==> config.mk <==
export PLATFORM = sky130hd
export DESIGN_NAME = trig_qualifier
export DESIGN_NICKNAME = d
export VERILOG_FILES = /design/src/rtl/trig_qual_pkg.sv /design/src/rtl/tq_sync.sv /design/src/rtl/tq_src_ctl.sv /design/src/rtl/tq_width_qual.sv /design/src/rtl/trig_qualifier.sv
export SDC_FILE = /design/constraint.sdc
export NUM_CORES = 1
export LEC_CHECK = 0
export BUFFER_PORTS_ARGS = -buffer_cell sky130_fd_sc_hd__clkbuf_2
export CORE_AREA = 5 5 42 44
export CTS_CLUSTER_SIZE = 30
export DETAILED_ROUTE_END_ITERATION = 6
export DIE_AREA = 0 0 47 49
export GPL_ROUTABILITY_DRIVEN = 0
export HOLD_SLACK_MARGIN = 0.05
export SYNTH_ARGS = -nofsm -noshare
export SYNTH_HDL_FRONTEND = slang
export SYNTH_SLANG_ARGS = --single-unit
==> constraint.sdc <==
create_clock -name clk_i -period 1.2 [get_ports clk_i]
set_input_delay 0.12 -clock clk_i [delete_from_list [all_inputs] [get_ports clk_i]]
set_output_delay 0.12 -clock clk_i [all_outputs]
set_load 0.01 [all_outputs]
==> src/rtl/trig_qual_pkg.sv <==
package trig_qual_pkg;
  typedef enum logic {
    SRC_FRONT = 1'b0,
    SRC_CONN  = 1'b1
  } trig_src_e;
endpackage

==> src/rtl/tq_sync.sv <==
module tq_sync #(
  parameter int STAGES = 2
) (
  input  logic clk_i,
  input  logic rst_ni,
  input  logic d_i,
  output logic q_o
);
  logic [STAGES-1:0] stage_q;

  for (genvar i = 0; i < STAGES; i++) begin : g_stage
    if (i == 0) begin : g_first
      always_ff @(posedge clk_i or negedge rst_ni)
        if (!rst_ni) stage_q[i] <= 1'b0;
        else         stage_q[i] <= d_i;
    end else begin : g_next
      always_ff @(posedge clk_i or negedge rst_ni)
        if (!rst_ni) stage_q[i] <= 1'b0;
        else         stage_q[i] <= stage_q[i-1];
    end
  end

  assign q_o = stage_q[STAGES-1];
endmodule

==> src/rtl/tq_src_ctl.sv <==
module tq_src_ctl
  import trig_qual_pkg::*;
#(
  parameter int MASK_CYCLES = 4,
  localparam int MW = $clog2(MASK_CYCLES + 1)
) (
  input  logic clk_i,
  input  logic rst_ni,
  input  logic front_i,
  input  logic conn_i,
  input  logic src_sel_i,
  output logic raw_o,
  output logic mask_o
);
  trig_src_e       sel_q;
  logic [MW-1:0]   mask_cnt_q;

  always_ff @(posedge clk_i or negedge rst_ni) begin
    if (!rst_ni) begin
      sel_q      <= SRC_FRONT;
      mask_cnt_q <= '0;
    end else begin
      sel_q <= trig_src_e'(src_sel_i);
      if (src_sel_i != sel_q)   mask_cnt_q <= MW'(MASK_CYCLES);
      else if (mask_cnt_q != 0) mask_cnt_q <= mask_cnt_q - 1'b1;
    end
  end

  assign raw_o  = (sel_q == SRC_CONN) ? conn_i : front_i;
  assign mask_o = (mask_cnt_q != '0);

  // a select change opens the mask window on the next cycle
  p_mask_open_r7: assert property (@(posedge clk_i) disable iff (!rst_ni)
    (src_sel_i != sel_q) |=> mask_o);
endmodule

==> src/rtl/tq_width_qual.sv <==
module tq_width_qual #(
  parameter int MIN_HIGH = 3,
  localparam int CW = $clog2(MIN_HIGH + 1)
) (
  input  logic clk_i,
  input  logic rst_ni,
  input  logic sync_i,
  input  logic mask_i,
  input  logic flag_clr_i,
  output logic trig_o,
  output logic short_flag_o
);
  logic [CW-1:0] cnt_q;
  logic          armed_q, trig_q, flag_q;
  logic          fire, short_det;

  assign fire      = sync_i && armed_q && !mask_i && (cnt_q == CW'(MIN_HIGH - 1));
  // armed pulse fell before acceptance
  assign short_det = !sync_i && armed_q && !mask_i && (cnt_q != '0);

  always_ff @(posedge clk_i or negedge rst_ni) begin
    if (!rst_ni) begin
      cnt_q   <= '0;
      armed_q <= 1'b0;
      trig_q  <= 1'b0;
      flag_q  <= 1'b0;
    end else begin
      trig_q <= fire;
      if (mask_i) begin
        cnt_q   <= '0;
        armed_q <= 1'b0;
      end else if (sync_i) begin
        if (cnt_q != CW'(MIN_HIGH)) cnt_q <= cnt_q + 1'b1;
        if (fire) armed_q <= 1'b0;
      end else begin
        cnt_q   <= '0;
        armed_q <= 1'b1;
      end
      if (short_det)       flag_q <= 1'b1;
      else if (flag_clr_i) flag_q <= 1'b0;
    end
  end

  assign trig_o       = trig_q;
  assign short_flag_o = flag_q;

  p_single_strobe_r5: assert property (@(posedge clk_i) disable iff (!rst_ni)
    trig_o |=> !trig_o);
  p_strobe_after_high_r3: assert property (@(posedge clk_i) disable iff (!rst_ni)
    trig_o |-> $past(sync_i));
  p_no_strobe_masked_r7: assert property (@(posedge clk_i) disable iff (!rst_ni)
    mask_i |=> !trig_o);
  p_flag_sticky_r8: assert property (@(posedge clk_i) disable iff (!rst_ni)
    (short_flag_o && !flag_clr_i) |=> short_flag_o);
endmodule

==> src/rtl/trig_qualifier.sv <==
module trig_qualifier #(
  parameter int SYNC_STAGES = 2,
  parameter int MIN_HIGH    = 3,
  parameter int MASK_CYCLES = 4
) (
  input  logic clk_i,
  input  logic rst_ni,
  input  logic front_i,
  input  logic conn_i,
  input  logic src_sel_i,
  input  logic term_en_i,
  input  logic flag_clr_i,
  output logic trig_o,
  output logic term_o,
  output logic term_led_o,
  output logic short_flag_o
);
  logic raw, mask, sync, term_q;

  tq_src_ctl #(.MASK_CYCLES(MASK_CYCLES)) u_src (
    .clk_i, .rst_ni, .front_i, .conn_i, .src_sel_i,
    .raw_o(raw), .mask_o(mask)
  );

  tq_sync #(.STAGES(SYNC_STAGES)) u_sync (
    .clk_i, .rst_ni, .d_i(raw), .q_o(sync)
  );

  tq_width_qual #(.MIN_HIGH(MIN_HIGH)) u_qual (
    .clk_i, .rst_ni, .sync_i(sync), .mask_i(mask), .flag_clr_i,
    .trig_o, .short_flag_o
  );

  always_ff @(posedge clk_i or negedge rst_ni)
    if (!rst_ni) term_q <= 1'b0;
    else         term_q <= term_en_i;

  assign term_o     = term_q;
  assign term_led_o = term_q;

  // termination held off during reset
  always_comb
    if (!rst_ni) a_term_off_reset_r1: assert (!term_o);
endmodule

* Yosys cells after proc, flatten, opt, wreduce, memory -nomap -nowiden *
Cells that the tools add are included.

storage, ports and cells
  flip-flop bits (word level) = 12
  input bits = 7
  output and inout bits = 4
  word-level logic and storage cells = 39

cells by class
  add/subtract/negate cells = 2
  equality and inequality tests = 5
  mux-type cells = 11
  reduce and logical (&&, ||, !) cells = 12

operators with widths
  kind                                              number
  logical AND 1 bit                                 6
  2-to-1 mux 1 bit                                  6
  2-to-1 mux 2 bit                                  3
  2-to-1 mux 3 bit                                  2
  != test 3 x 1 -> 1 bit, second input constant     2
  nonzero test 2 bit                                3
  nonzero test 3 bit                                1
  subtractor 3 x 1 -> 3 bit, second input constant  1
  adder 2 x 1 -> 2 bit, second input constant       1
  equality test 2 bit, second input constant        1
  logical NOT 1 bit                                 2
  != test 2 bit, second input constant              1
  != test 1 bit                                     1

* Logic depth before layout (Yosys ltp) *
Gate-level depths: netlist (run 1).

  word-level depth = 7
  gate-level depth with buffers = 5
  gate-level depth less buffers = 5

* Cells and area by module *
Synthesis (run 1) repeated with hierarchy kept, for this count alone.

second synthesis, totals
  cell total of the unflattened synthesis = 45
  area total of the unflattened synthesis = 530.5 um^2

modules (own cells, without submodules)
  module          instances  cells each  area an instance (um^2)
  tq_width_qual   1          22          240.2
  tq_src_ctl      1          19          207.7
  tq_sync         1          2           50.0
  trig_qualifier  1          2           32.5

* Worst setup path after synthesis (run 1) *
Ideal clock, no wire load.

  path kind = register to register
  start point = register u_src.mask_cnt_q[0]
  end point = register u_src.mask_cnt_q[0]
  arrival = 0.947 ns
  path slack = 0.127 ns
  stages on the path, launching flop included = 6
  buffers on the path = 0
  period minus slack after synthesis = 1.073 ns
  cells stage by stage = dfrtp_1 > inv_1 > ha_1 > and2b_2 > xnor2_1 > nor2_1

between the ends
  word-level cells in the longest chain between the ends = 3

ends and longest elaborated chain
  element                    RTL line          text
  from (decl)                tq_src_ctl.sv:16  logic [MW-1:0] mask_cnt_q;
  from (signal assigned)     tq_src_ctl.sv:24  if (src_sel_i != sel_q) mask_cnt_q <= MW'(MASK_CYCLES);
  from (signal assigned)     tq_src_ctl.sv:25  else if (mask_cnt_q != 0) mask_cnt_q <= mask_cnt_q - 1'b1;
  subtractor 3 x 1 -> 3 bit  tq_src_ctl.sv:25
  2-to-1 mux 3 bit           tq_src_ctl.sv:25
  2-to-1 mux 3 bit           tq_src_ctl.sv:24

Parallel ways exist; a longest one is shown, timed or not. The select of a mux whose other input is x is not followed.
A chain may end at the register's enable or synchronous reset.

* Worst setup path in the final report (run 1) *
Same ends and word-level chain as after synthesis.

==> results of run 1 <==
power groups by stage:
stage	Combinational [uW]	Clock (uW)	Sequential, uW
after CTS	312	336	516
after global routing	368	358	531
after global placement	290	0	523
after detailed placement	299	0	524
final	317	316	519
after floorplan	233	0	517
synth_stat cells:
master,instances,share of area (%)
dfrtp_1,12,57
inv_1,7,5.0
nor2_1,6,4.3
ha_1,5,12
nand2_1,2,1.4
nand2b_1,2,2.4
o21ai_0,2,1.9
xor2_1,2,3.3
a211oi_1,1,1.4
a21oi_1,1,0.94
a31oi_1,1,1.2
and2b_2,1,1.7
buf_4,1,1.4
mux2_2,1,2.1
mux2i_1,1,1.9
nand3_1,1,0.94
xnor2_1,1,1.7
critical path, stage by stage (launching register included):
cell and delay (ps):
dfrtp_1 350, inv_2 50, ha_2 190, and2b_2 220, xnor2_1 130, nor2_1 50
stage by stage:
stage	area (um2)	total power [uW]
finish	673.1	1152
global route	673.1	1257
CTS	668.1	1163
detailed placement	591.8	822.7
global placement	591.8	813.2
floorplan	529.3	749.3
sequential cells by signal, indices dropped and copies added, names as in the netlist:
signal	count
u_src.sel_q	1
u_src.mask_cnt_q	3
term_led_o	1
u_qual.short_flag_o	1
u_qual.trig_o	1
u_sync.q_o	1
u_qual.cnt_q	2
u_qual.armed_q	1
u_sync.stage_q	1
routing by layer:
| metal | track usage, % | share of wire [%] | vias to the layer above |
|---|---|---|---|
| met1 | 10.57 | 44 | 162 |
| met2 | 12.22 | 46 | 11 |
| li1 | - | - | 182 |
| met4 | 5.530 | 1.4 | 0 |
| met3 | 5.535 | 8.8 | 2 |
| met5 | 0 | 0 | - |
worst max path at each step:
| stage | start | to | slack (ps) | depth (start not counted) |
|---|---|---|---|---|
| detailed placement | u_src.mask_cnt_q[0] | u_src.mask_cnt_q[0] | 60 | 5 |
| global route | u_src.mask_cnt_q[0] | u_src.mask_cnt_q[0] | 20 | 5 |
| finish | u_src.mask_cnt_q[0] | u_src.mask_cnt_q[0] | 100 | 5 |
| floorplan | u_src.mask_cnt_q[0] | u_src.mask_cnt_q[0] | 130 | 5 |
| CTS | u_src.mask_cnt_q[0] | u_src.mask_cnt_q[0] | 40 | 5 |
| global placement | u_src.mask_cnt_q[0] | u_src.mask_cnt_q[0] | 90 | 5 |
layout by cell type (no fill, tap or decap):
cell and n:
ha_2 1, and2b_2 1, dlygate4sd3_1 4, a211oi_1 1, xor2_1 2, inv_1 6, xnor2_1 1, o21ai_0 2
inv_2 1, clkbuf_2 10, a21oi_1 1, ha_1 4, clkbuf_8 1, mux2_2 1, mux2i_1 1, nand3_1 1
nand2b_1 2, a31oi_1 1, dfrtp_1 12, nand2_2 1, nor2_1 6, clkbuf_4 3, nand2_1 1
final cells by class:
cell class | count | area, um2
Fill cell | 142 | 728.2
Sequential cell | 12 | 300.3
Multi-Input combinational cell | 27 | 200.2
Timing Repair Buffer | 14 | 90.09
Clock buffer | 4 | 36.28
Inverter | 7 | 26.28
Tap cell | 16 | 20.02
what timing repair did:
| action | 4_1_cts | 5_1_grt |
|---|---|---|
| hold buffers | 4 | 0 |
| resized for setup | 0 | 3 |
| endpoints found under the setup margin | 0 | 5 |
| hold endpoints to repair | 15 | 0 |
logic make-up after synthesis:
| group | after synthesis | share of synthesized area, % |
|---|---|---|
| simple gates | 12 | 10.64 |
| flops | 12 | 56.74 |
| buf+inv | 8 | 6.384 |
| compound gates | 5 | 5.438 |
| fa+ha+maj | 5 | 11.82 |
| xor+xnor | 3 | 4.965 |
| mux | 2 | 4.019 |
==> results.json, run 1 <==
{
  "power_per_cell_area_nw_per_um2": 1711,
  "die-area_um2": 2303,
  "fin_crit_sh_pct": 91.99,
  "cp-start-kind": "flip-flop",
  "vdd_drop_max_v": 0.0006999,
  "reg2reg_to": "u_src.mask_cnt_q[0]",
  "rrSetupSlack_ps": 100,
  "nets": 77,
  "reg2reg_depth": 5,
  "die_w_um": 47,
  "pwr-share-clk_pct": 27.4,
  "p_seq_share_pct": 45.1,
  "wl_per_cell_um": 9.750,
  "viasPerCell": 4.463,
  "tritoncts": "yes",
  "die_h_um": 49,
  "grtUsageTotal_pct": 9.071,
  "htree_num_levels": 1,
  "min_from": "conn_i",
  "hold_viol": 0,
  "intPower_uw": 810.2,
  "clock_path_buffers": 2,
  "ys_types": 17,
  "synth_nets": 59,
  "fin_util_pct": 48.04,
  "first_pass_iters": 2,
  "fin_hold_ws_ps": 83.97,
  "vias": 357,
  "leakage_uw": 0.0003366,
  "setup_violations": 0,
  "skew_ps": 2.175,
  "clk_pin_slew_ps": 70,
  "endpoint_kind": "flip-flop",
  "synthCells": 47,
  "fmax_ghz": 0.9058,
  "syn_to_final_growth_pct": 27.19,
  "syn-cell-area_um2": 529.3,
  "rr_startpoint": "u_src.mask_cnt_q[0]",
  "grt_setup_unrepaired": "false",
  "final.setup.tns_ps": 0,
  "worstPathArrival_ps": 1260,
  "dp_slack_ps": 60.18,
  "hold_end": "u_sync.stage_q[0]",
  "row_count": 14,
  "hold_depth": 2,
  "syn_avg_cell_area_um2": 11.26,
  "antenna_found_initial": 0,
  "cts_root_buffer": "clkbuf_4",
  "n_antenna_cell": 0,
  "post-route-min-period_ps": 1104,
  "maxSlewHeadroom_pct": 80.64,
  "hp-class": "input pin to flip-flop",
  "ant_nets": 0,
  "drt_iter0_markers": 7,
  "grt_max_degree": 13,
  "ys_seq_area_share_pct": 56.74,
  "routed_wl_um": 780,
  "ys_ff_latch": 12,
  "status": "completed",
  "core_um2": 1401,
  "netSwitchingFraction_pct": 29.65,
  "tightest_slew_ps": 290.4,
  "place_inst": 72,
  "cap_viol_max_count": 0,
  "cp_max_fo": 3,
  "start_util_pct": 37.77,
  "boundaryPins": 11,
  "cts_sinks": 12,
  "worst_slack_ps": 96.06,
  "fin_cells": 80,
  "p_switching_uw": 341.4,
  "drive_gt1_share_pct": 29.69,
  "grt_pass1_wl_um": 1455,
  "cts_setup_buffers": 0,
  "cts_buffers": 3,
  "cp.required_ps": 1360,
  "io_buffers": 10,
  "worst_skew_pair.late_latency_ps": 270,
  "grt_pass1_vias": 347,
  "pwr-share-comb_pct": 27.5,
  "dp_hpwl_um": 592.2,
  "report.final.slew_viol_count": 0,
  "worstSetupPathType": "flip-flop to flip-flop",
  "drc": 0,
  "synth_warnings": 0,
  "grt-ovfl-total": 0
}
Note: power is estimated with default switching activity, not from simulation.
==> run 2, diff against run 1 <==
--- a/config.mk
+++ b/config.mk
@@ -12,6 +12,7 @@
 export DIE_AREA = 0 0 47 49
 export GPL_ROUTABILITY_DRIVEN = 0
 export HOLD_SLACK_MARGIN = 0.05
+export PLACE_DENSITY = 0.59
 export SYNTH_ARGS = -nofsm -noshare
 export SYNTH_HDL_FRONTEND = slang
 export SYNTH_SLANG_ARGS = --single-unit
==> run 2 against run 1 <==
Final cell count is 1.3% lower. Largest power group unchanged. Flip-flop and latch count unchanged. Die area unchanged. Setup slack worse by 41 ps.
==> results.json, run 2 (synthesis results as in run 1) <==
{
  "die_h_um": 49,
  "row_count": 14,
  "power_per_cell_area_nw_per_um2": 1673,
  "largest_register": "u_src.mask_cnt_q",
  "tightest_slew_ps": 293.7,
  "endpoint_kind": "flip-flop",
  "cap_viol_max_count": 0,
  "cp-start-kind": "flip-flop",
  "dp_hpwl_um": 661.9,
  "placed_area_um2": 591.8,
  "vias": 348,
  "first_pass_iters": 3,
  "grt_pass1_vias": 367,
  "worstSetupPathType": "flip-flop to flip-flop",
  "nets": 77,
  "post-route-min-period_ps": 1145,
  "slowest_delay_ps": 360,
  "cpMaxStageDelayCell": "dfrtp_1",
  "clock_path_buffers": 2,
  "routed_wl_um": 876,
  "status": "completed",
  "maxSlewHeadroom_pct": 80.42,
  "clk_pin_slew_ps": 60,
  "postLayoutCellArea_um2": 669.4,
  "hold_viol": 0,
  "n_antenna_cell": 0,
  "die-area_um2": 2303,
  "die_w_um": 47,
  "rr_startpoint": "u_src.mask_cnt_q[0]",
  "cts_root_buffer": "clkbuf_4",
  "vdd_drop_max_v": 0.0008798,
  "grtUsageTotal_pct": 9.687,
  "min_from": "conn_i",
  "core_um2": 1401,
  "cp.required_ps": 1350,
  "start_util_pct": 37.77,
  "grt-ovfl-total": 0,
  "tritoncts": "yes",
  "drc": 0,
  "layout_common_cells": "12 x dfrtp_1, 10 x clkbuf_2, 7 x inv_1",
  "crit_buf_inv": 1,
  "cts_sinks": 12,
  "worst_skew_pair.late_latency_ps": 270,
  "setup_violations": 0,
  "leakage_uw": 0.0003331,
  "wl_per_cell_um": 11.09,
  "crit_path_start": "u_src.mask_cnt_q[0]",
  "grt_max_degree": 13,
  "hp-class": "input pin to flip-flop",
  "fin_util_pct": 47.77,
  "ant_nets": 0,
  "fin_crit_sh_pct": 95.39,
  "worstPathArrival_ps": 1290,
  "fin_hold_ws_ps": 95.43,
  "viasPerCell": 4.405,
  "final.setup.tns_ps": 0,
  "antenna_found_initial": 0,
  "skew_ps": 6.087,
  "cts_buffers": 3,
  "cp_cell_sequence": "inv_1 -> ha_4 -> and2b_2 -> xnor2_1 -> nor2_1",
  "grt_pass1_wl_um": 1573,
  "drive_gt1_share_pct": 26.98,
  "drt_iter0_markers": 7,
  "grt_setup_unrepaired": "false",
  "layout_commonest_cell": "dfrtp_1",
  "htree_num_levels": 1,
  "reg_top3": "u_src.mask_cnt_q: 3 flops, u_qual.cnt_q: 2 flops",
  "cp_top_family": "flip-flops",
  "largest_reg_flops": 3,
  "boundaryPins": 11,
  "total_power_uw": 1120,
  "cp_max_fo": 3,
  "io_buffers": 10,
  "syn_to_final_growth_pct": 26.48,
  "report.final.slew_viol_count": 0,
  "fmax_ghz": 0.8736
}
## run 2: cell types whose count changed in the layout (fill, tap and decap cells not counted), sizes merged
cell | before | now
clkbuf | 14 | 13
## run 2: worst reg2reg max path, stage by stage, from the launching register on
cell and delay [ps]:
dfrtp_1 360, inv_1 140, ha_4 170, and2b_2 170
xnor2_1 130, nor2_1 50
## run 2: metrics by stage
step                      setup WS, ps  instances
after floorplan                  126.6         47
after global placement           83.80         72
after detailed placement         39.78         72
after CTS                        21.66         79
after global routing             11.58         79
final                            55.37         79
## run 2: timing repair
item	4_1_cts	5_1_grt
hold buffers	4	0
buffers inserted	0	0
gates resized for setup	0	3
endpoints found under the hold margin	15	0
setup endpoints to repair	0	4
## run 2: where the power goes
part	leakage, uW	switching (uW)	internal, uW	total [uW]
logic	0.000168	195	170	365
clock network	0.0000138	122	116	238
registers	0.000152	39.9	477	517
total	0.000333	357	764	1120
## run 2: path summary, 6_finish.rpt
path                                       endpoint  slack, ps  cells after the start
worst max-delay path            u_src.mask_cnt_q[0]         60                      5
worst min-delay path              u_sync.stage_q[0]        100                      2
worst max register to register  u_src.mask_cnt_q[0]         60                      5
worst min register to register           u_sync.q_o        350                      0
max in group asynchronous                u_sync.q_o        710                      2
min in group asynchronous                term_led_o        260                      2
## run 2: final cells by class
class                           count  area (um2)
Inverter                            7       26.28
Multi-Input combinational cell     27       210.2
Tap cell                           16       20.02
Fill cell                         131       732.0
Clock buffer                        3       22.52
Sequential cell                    12       300.3
Timing Repair Buffer               14       90.09
## run 2: per-layer routing
metal	vias to the layer above	wire length [um]	track usage, %
met5	-	0	0
met4	0	8	2.765
met3	2	60	5.904
met2	9	441	15.16
met1	157	365	10.71
li1	180	-	-
